## src/rtl/spi_stream_pkg.sv

```systemverilog
package spi_stream_pkg;

   typedef struct packed {
      logic sck;
      logic mosi;
      logic sel_n;
   } spi_pins_t;

   localparam spi_pins_t PINS_IDLE = '{sck: 1'b0, mosi: 1'b0, sel_n: 1'b1};

   localparam int unsigned MIN_SYNC_STAGES = 2;

endpackage

```

## src/rtl/spi_stream_sync.sv

```systemverilog
module spi_stream_sync #(
   parameter int unsigned W       = 1,
   parameter int unsigned STAGES  = 2,
   parameter logic [W-1:0] RST_VAL = '0
) (
   input  logic         clk,
   input  logic         rst_n,
   input  logic [W-1:0] d,
   output logic [W-1:0] q
);

   logic [W-1:0] stg [STAGES];

   genvar g;
   generate
      for (g = 0; g < STAGES; g++) begin : g_stage
         if (g == 0) begin : g_first
            always_ff @(posedge clk or negedge rst_n) begin
               if (!rst_n) stg[g] <= RST_VAL;
               else        stg[g] <= d;
            end
         end else begin : g_next
            always_ff @(posedge clk or negedge rst_n) begin
               if (!rst_n) stg[g] <= RST_VAL;
               else        stg[g] <= stg[g-1];
            end
         end
      end
   endgenerate

   assign q = stg[STAGES-1];

endmodule

```

## src/rtl/spi_stream_core.sv

```systemverilog
module spi_stream_core #(
   parameter int unsigned DATA_W = 8,
   localparam int unsigned CNT_W = $clog2(DATA_W)
) (
   input  logic              clk,
   input  logic              rst_n,
   input  logic              active,
   input  logic              sck_rise,
   input  logic              sck_fall,
   input  logic              mosi_bit,
   input  logic              wr_stb,
   input  logic [DATA_W-1:0] wr_data,
   output logic [DATA_W-1:0] shreg,
   output logic              miso_bit,
   output logic              miso_en,
   output logic              byte_end,
   output logic              wr_collide
);

   localparam logic [CNT_W-1:0] LAST = CNT_W'(DATA_W - 1);
   localparam int unsigned MSB = DATA_W - 1;

   logic [CNT_W-1:0] cnt;
   logic             wr_accept;

   assign wr_collide = wr_stb & active & (cnt != '0);
   assign wr_accept  = wr_stb & ~wr_collide;
   assign byte_end   = active & sck_rise & (cnt == LAST);

   // bit counter: frames bytes while select stays low
   always_ff @(posedge clk or negedge rst_n) begin
      if (!rst_n)           cnt <= '0;
      else if (!active)     cnt <= '0;
      else if (sck_rise)    cnt <= (cnt == LAST) ? '0 : cnt + 1'b1;
   end

   // shared shift / data register
   always_ff @(posedge clk or negedge rst_n) begin
      if (!rst_n)                  shreg <= '0;
      else if (wr_accept)          shreg <= wr_data;
      else if (active && sck_rise) shreg <= {shreg[DATA_W-2:0], mosi_bit};
   end

   // outgoing bit: load drives MSB at once, falling edges advance it
   always_ff @(posedge clk or negedge rst_n) begin
      if (!rst_n)                  miso_bit <= 1'b0;
      else if (wr_accept)          miso_bit <= wr_data[MSB];
      else if (active && sck_fall) miso_bit <= shreg[MSB];
   end

   always_ff @(posedge clk or negedge rst_n) begin
      if (!rst_n) miso_en <= 1'b0;
      else        miso_en <= active;
   end

   assert_count_step_R3: assert property (@(posedge clk) disable iff (!rst_n)
      (active && sck_rise && cnt != LAST) |=> (cnt == $past(cnt) + 1'b1));

   assert_count_wrap_R3: assert property (@(posedge clk) disable iff (!rst_n)
      (active && sck_rise && cnt == LAST) |=> (cnt == '0));

   assert_collide_keeps_reg_R7: assert property (@(posedge clk) disable iff (!rst_n)
      (wr_collide && !sck_rise) |=> $stable(shreg));

   assert_deselect_resets_count_R8: assert property (@(posedge clk) disable iff (!rst_n)
      !active |=> (cnt == '0));

endmodule

```

## src/rtl/spi_stream_flags.sv

```systemverilog
module spi_stream_flags (
   input  logic clk,
   input  logic rst_n,
   input  logic done_set,
   input  logic done_clr,
   input  logic coll_set,
   input  logic coll_clr,
   output logic done_q,
   output logic coll_q
);

   always_ff @(posedge clk or negedge rst_n) begin
      if (!rst_n)        done_q <= 1'b0;
      else if (done_set) done_q <= 1'b1;
      else if (done_clr) done_q <= 1'b0;
   end

   always_ff @(posedge clk or negedge rst_n) begin
      if (!rst_n)        coll_q <= 1'b0;
      else if (coll_set) coll_q <= 1'b1;
      else if (coll_clr) coll_q <= 1'b0;
   end

   assert_done_needs_byte_R3: assert property (@(posedge clk) disable iff (!rst_n)
      $rose(done_q) |-> $past(done_set));

   assert_coll_sticky_R7: assert property (@(posedge clk) disable iff (!rst_n)
      (coll_q && !coll_clr) |=> coll_q);

   assert_done_clears_R9: assert property (@(posedge clk) disable iff (!rst_n)
      (done_clr && !done_set) |=> !done_q);

endmodule

```

## src/rtl/spi_stream_slave.sv

```systemverilog
module spi_stream_slave
   import spi_stream_pkg::*;
#(
   parameter int unsigned DATA_W      = 8,
   parameter int unsigned SYNC_STAGES = 2
) (
   input  logic              clk,
   input  logic              rst_n,
   input  logic              enable,
   input  logic              sck_in,
   input  logic              mosi_in,
   input  logic              sel_n_in,
   output logic              miso_out,
   output logic              miso_oe,
   input  logic              wr_stb,
   input  logic [DATA_W-1:0] wr_data,
   input  logic              rd_stb,
   output logic [DATA_W-1:0] rd_data,
   output logic              byte_done,
   input  logic              wcol_clr,
   output logic              wcol
);

   localparam int unsigned PIN_W = $bits(spi_pins_t);

   generate
      if (DATA_W < 2) begin : g_bad_width
         $error("spi_stream_slave: DATA_W must be at least 2");
      end
      if (SYNC_STAGES < MIN_SYNC_STAGES) begin : g_bad_sync
         $error("spi_stream_slave: SYNC_STAGES below minimum");
      end
   endgenerate

   spi_pins_t pins_raw, pins_s;
   logic      sck_prev, sck_rise, sck_fall, active;
   logic      byte_end, wr_collide;

   assign pins_raw = '{sck: sck_in, mosi: mosi_in, sel_n: sel_n_in};

   spi_stream_sync #(
      .W       (PIN_W),
      .STAGES  (SYNC_STAGES),
      .RST_VAL (PINS_IDLE)
   ) u_sync (
      .clk   (clk),
      .rst_n (rst_n),
      .d     (pins_raw),
      .q     (pins_s)
   );

   always_ff @(posedge clk or negedge rst_n) begin
      if (!rst_n) sck_prev <= 1'b0;
      else        sck_prev <= pins_s.sck;
   end

   assign sck_rise = pins_s.sck & ~sck_prev;
   assign sck_fall = ~pins_s.sck & sck_prev;
   assign active   = enable & ~pins_s.sel_n;

   spi_stream_core #(.DATA_W(DATA_W)) u_core (
      .clk        (clk),
      .rst_n      (rst_n),
      .active     (active),
      .sck_rise   (sck_rise),
      .sck_fall   (sck_fall),
      .mosi_bit   (pins_s.mosi),
      .wr_stb     (wr_stb),
      .wr_data    (wr_data),
      .shreg      (rd_data),
      .miso_bit   (miso_out),
      .miso_en    (miso_oe),
      .byte_end   (byte_end),
      .wr_collide (wr_collide)
   );

   spi_stream_flags u_flags (
      .clk      (clk),
      .rst_n    (rst_n),
      .done_set (byte_end),
      .done_clr (rd_stb | wr_stb),
      .coll_set (wr_collide),
      .coll_clr (wcol_clr),
      .done_q   (byte_done),
      .coll_q   (wcol)
   );

   assert_select_no_event_R2: assert property (@(posedge clk) disable iff (!rst_n)
      $fell(pins_s.sel_n) |=> !$rose(byte_done));

   assert_idle_no_drive_R8: assert property (@(posedge clk) disable iff (!rst_n)
      $past(!active) |-> !miso_oe);

endmodule

```

## config.mk

```make
export PLATFORM = sky130hd
export DESIGN_NAME = spi_stream_slave
export DESIGN_NICKNAME = d
export VERILOG_FILES = /design/src/rtl/spi_stream_pkg.sv /design/src/rtl/spi_stream_sync.sv /design/src/rtl/spi_stream_core.sv /design/src/rtl/spi_stream_flags.sv /design/src/rtl/spi_stream_slave.sv
export SDC_FILE = /design/constraint.sdc
export NUM_CORES = 1
export LEC_CHECK = 0
export BUFFER_PORTS_ARGS = -buffer_cell sky130_fd_sc_hd__buf_2
export CELL_PAD_IN_SITES_DETAIL_PLACEMENT = 0
export CELL_PAD_IN_SITES_GLOBAL_PLACEMENT = 1
export CORE_MARGIN = 5
export CORE_UTILIZATION = 43
export DETAILED_ROUTE_END_ITERATION = 12
export GPL_TIMING_DRIVEN = 0
export PLACE_DENSITY_LB_ADDON = 0.1
export SYNTH_ARGS = -nofsm -noshare
export SYNTH_HDL_FRONTEND = slang
export SYNTH_SLANG_ARGS = --single-unit
```

## constraint.sdc

```tcl
create_clock -name clk -period 2.5 [get_ports clk]
set_input_delay 0.5 -clock clk [delete_from_list [all_inputs] [get_ports clk]]
set_output_delay 0.5 -clock clk [all_outputs]
set_load 0.01 [all_outputs]
```

==> reports/results.ini <==
[die]
fp.dieW_um=58.67
initial_utilization=0.4560
coreArea_mm2=0.002233
die-height_um=58.67
core.rowCount=17
io_pins=29
die_area_mm2=0.003442

[power]
p_leak_nw=0.6273
max-vdd-ir-drop_mv=0.4456
p_per_area_mw_per_mm2=586.6

[critical_path]
r2r.worst_path.cells=5
reg2reg_slack_ps=850
cp_slowest_cell=dfrtp_1
cp-end-kind=flip-flop
crit_type=flip-flop to flip-flop
crit_path_start_kind=flip-flop
worstPathRequired_ps=2700
reg2reg_from=u_core.cnt[0]
path_max_fanout=9
arrival_ps=1860
max_stage_delay_ps=410
r2r-end=u_core.miso_bit
crit_chain=inv_1 -> ha_1 -> nor2b_1 -> o21ai_4 -> mux2_2

[timing]
slew_viol_final=0
rsz0062_at_grt=no
period_share=0.6617
clock_skew_ps=2.355
tightest_slew_ps=469.4
finalCriticalPeriod_ps=1654
whs_ps=128.8
fmax_mhz=604.5
max_slew_margin=0.6871
tns_ps=0
hold_viol_final=0
worst_slack_ps=845.8
setup_viol=0

[synth]
syn_inst=65
synth.largest_area_cell=dfrtp_1
avgSynthCellArea_um2=15.67
syn_nets=85
synth_top_area_frac=0.4914
netlist_area_mm2=0.001018
synth_cell_types=16
synthTopCellsByArea=dfrtp_1, mux2_4, dfstp_2
ys_ff_latch=22
seq_area_frac_synth=0.5430
yosys_warnings=0

[global_routing]
grt_pass1_wl_mm=3.084
grt_start_max_net_pins=23
grt_overflow_total=0
grt_antenna_before_repair=0
grt_pass1_vias=671
globalRouteTotalUtil=0.1221

[detailed_routing]
drt_wl_total_mm=1.785
wl_per_cell_um=14.28
ant_nets=0
vias=612
avgViaCountPerCell=4.896
drc=0
first_pass_iters=4
drt_iter0_drc=8

[clock_network]
cts_sinks=22
cts-root-buf=clkbuf_4
clock_latency_ps=300
cts.reportedPaths.clkPinSlew_ps=110
holdBufCountCts=0
cts_tree=done
cts.htree.levels=1
ctsResizeCount=0
post-cts-setup-buffer-count=0
cts_made_buffers=3
clockBufferDepth=2

[layout]
area_growth_pct=20.76
drive_above_1_share=0.5876
diodes=0
num-nets-final=118

[hold_path]
hold_path_class=primary input to asynchronous set/reset pin

[placed_design]
hpwl_mm=1.378
post-place-ws_ps=778.0
finalWeightedCongestion=0.6462
io_buffers=28

[run]
drv_cap=0

[status]
status=complete, no violations

[cells in the mapped netlist (all sizes together)]
master  number
buf          1
o32ai        1
inv          5
nor2b        2
mux2        18
ha           3
and4bb       2
nor2         5
nand2b       1
a22o         1
dfrtp       20
o21ai        1
mux2i        3
dfstp        2
[placed cells by master (no fill, tap or decap)]
cell type / Yosys / final
buf_6: 1 / 1
o21ai_4: 1 / 1
buf_2: 0 / 28
a22o_2: 1 / 1
clkbuf_8: 0 / 1
and4bb_2: 1 / 1
nor2_1: 5 / 5
mux2i_1: 3 / 3
o32ai_1: 1 / 1
nor2b_1: 2 / 2
and4bb_1: 1 / 1
dfrtp_1: 20 / 20
mux2_4: 16 / 16
mux2_2: 2 / 2
dfstp_2: 2 / 2
nand2b_4: 1 / 1
clkbuf_4: 0 / 3
ha_1: 3 / 3
inv_1: 5 / 5
[where the power goes]
part / total [mW] / internal, mW / leakage, nW / switching (mW)
registers: 0.400 / 0.382 / 0.267 / 0.0175
logic: 0.129 / 0.0786 / 0.339 / 0.0503
clock network: 0.193 / 0.0889 / 0.0210 / 0.104
total: 0.721 / 0.550 / 0.627 / 0.172
[critical path, delay by kind of cell, from the launching register on]
kind,cells,cell delay (ps)
multiplexers,1,380
AO/OA/AOI/OAI,1,360
buffers and inverters,1,60
flip-flops,1,410
adder cells (fa/ha/maj),1,180
AND/OR/NAND/NOR,1,160
[worst max-delay path by stage]
stage / from / endpoint / slack [ps] / depth (start not counted)
finish: u_core.cnt[0] / u_core.miso_bit / 850 / 5
CTS: u_core.cnt[0] / u_core.miso_bit / 820 / 5
global placement: enable / u_core.shreg[7] / 820 / 5
global route: u_core.cnt[0] / u_core.miso_bit / 740 / 5
detailed placement: enable / u_core.shreg[2] / 780 / 5
floorplan: u_core.cnt[0] / u_core.miso_bit / 970 / 5
[layer usage]
layer,GRT usage,up-vias,routed length (µm)
met5,0,-,0
met4,0.07767,0,51
met3,0.01974,4,89
met2,0.2121,16,911
met1,0.1383,303,733
li1,-,289,-
[cell families (layout without fill, tap and decap cells)]
family	count (synthesis)	after routing	share of synthesized area
multiplexers	21	21	0.2875
flip-flops	22	22	0.5430
adder cells (fa/ha/maj)	3	3	0.03686
AND/OR/NAND/NOR	10	10	0.06879
buffers and inverters	6	38	0.02949
AO/OA/AOI/OAI	3	3	0.03440
[registers in the layout, indices dropped and copies added (netlist names)]
signal / flops
u_flags.coll_q: 1
u_core.shreg: 8
u_sync.q: 3
sck_prev: 1
u_core.miso_bit: 1
u_sync.stg: 3
u_core.cnt: 3
u_core.miso_en: 1
u_flags.done_q: 1
[through the flow]
| step | instances | power (mW) | area (µm²) | utilization |
|---|---|---|---|---|
| global placement | 121 | 0.5337 | 1194 | 0.5345 |
| finish | 125 | 0.7214 | 1230 | 0.5507 |
| floorplan | 65 | 0.4861 | 1018 | - |
| detailed placement | 121 | 0.5386 | 1194 | 0.5345 |
| CTS | 125 | 0.7345 | 1230 | 0.5507 |
| global route | 125 | 0.7610 | 1230 | 0.5507 |
[final cells by class]
| class | instances | area (µm²) |
|---|---|---|
| clock buffers | 4 | 36.28 |
| inverters | 5 | 18.77 |
| plain buffers | 1 | 11.26 |
| fillers | 204 | 1003 |
| repair buffers | 28 | 140.1 |
| multi-input cells | 37 | 435.4 |
| well taps | 28 | 35.03 |
| flip-flops and latches | 22 | 553.0 |
Note: power is estimated with default switching activity, not from simulation.
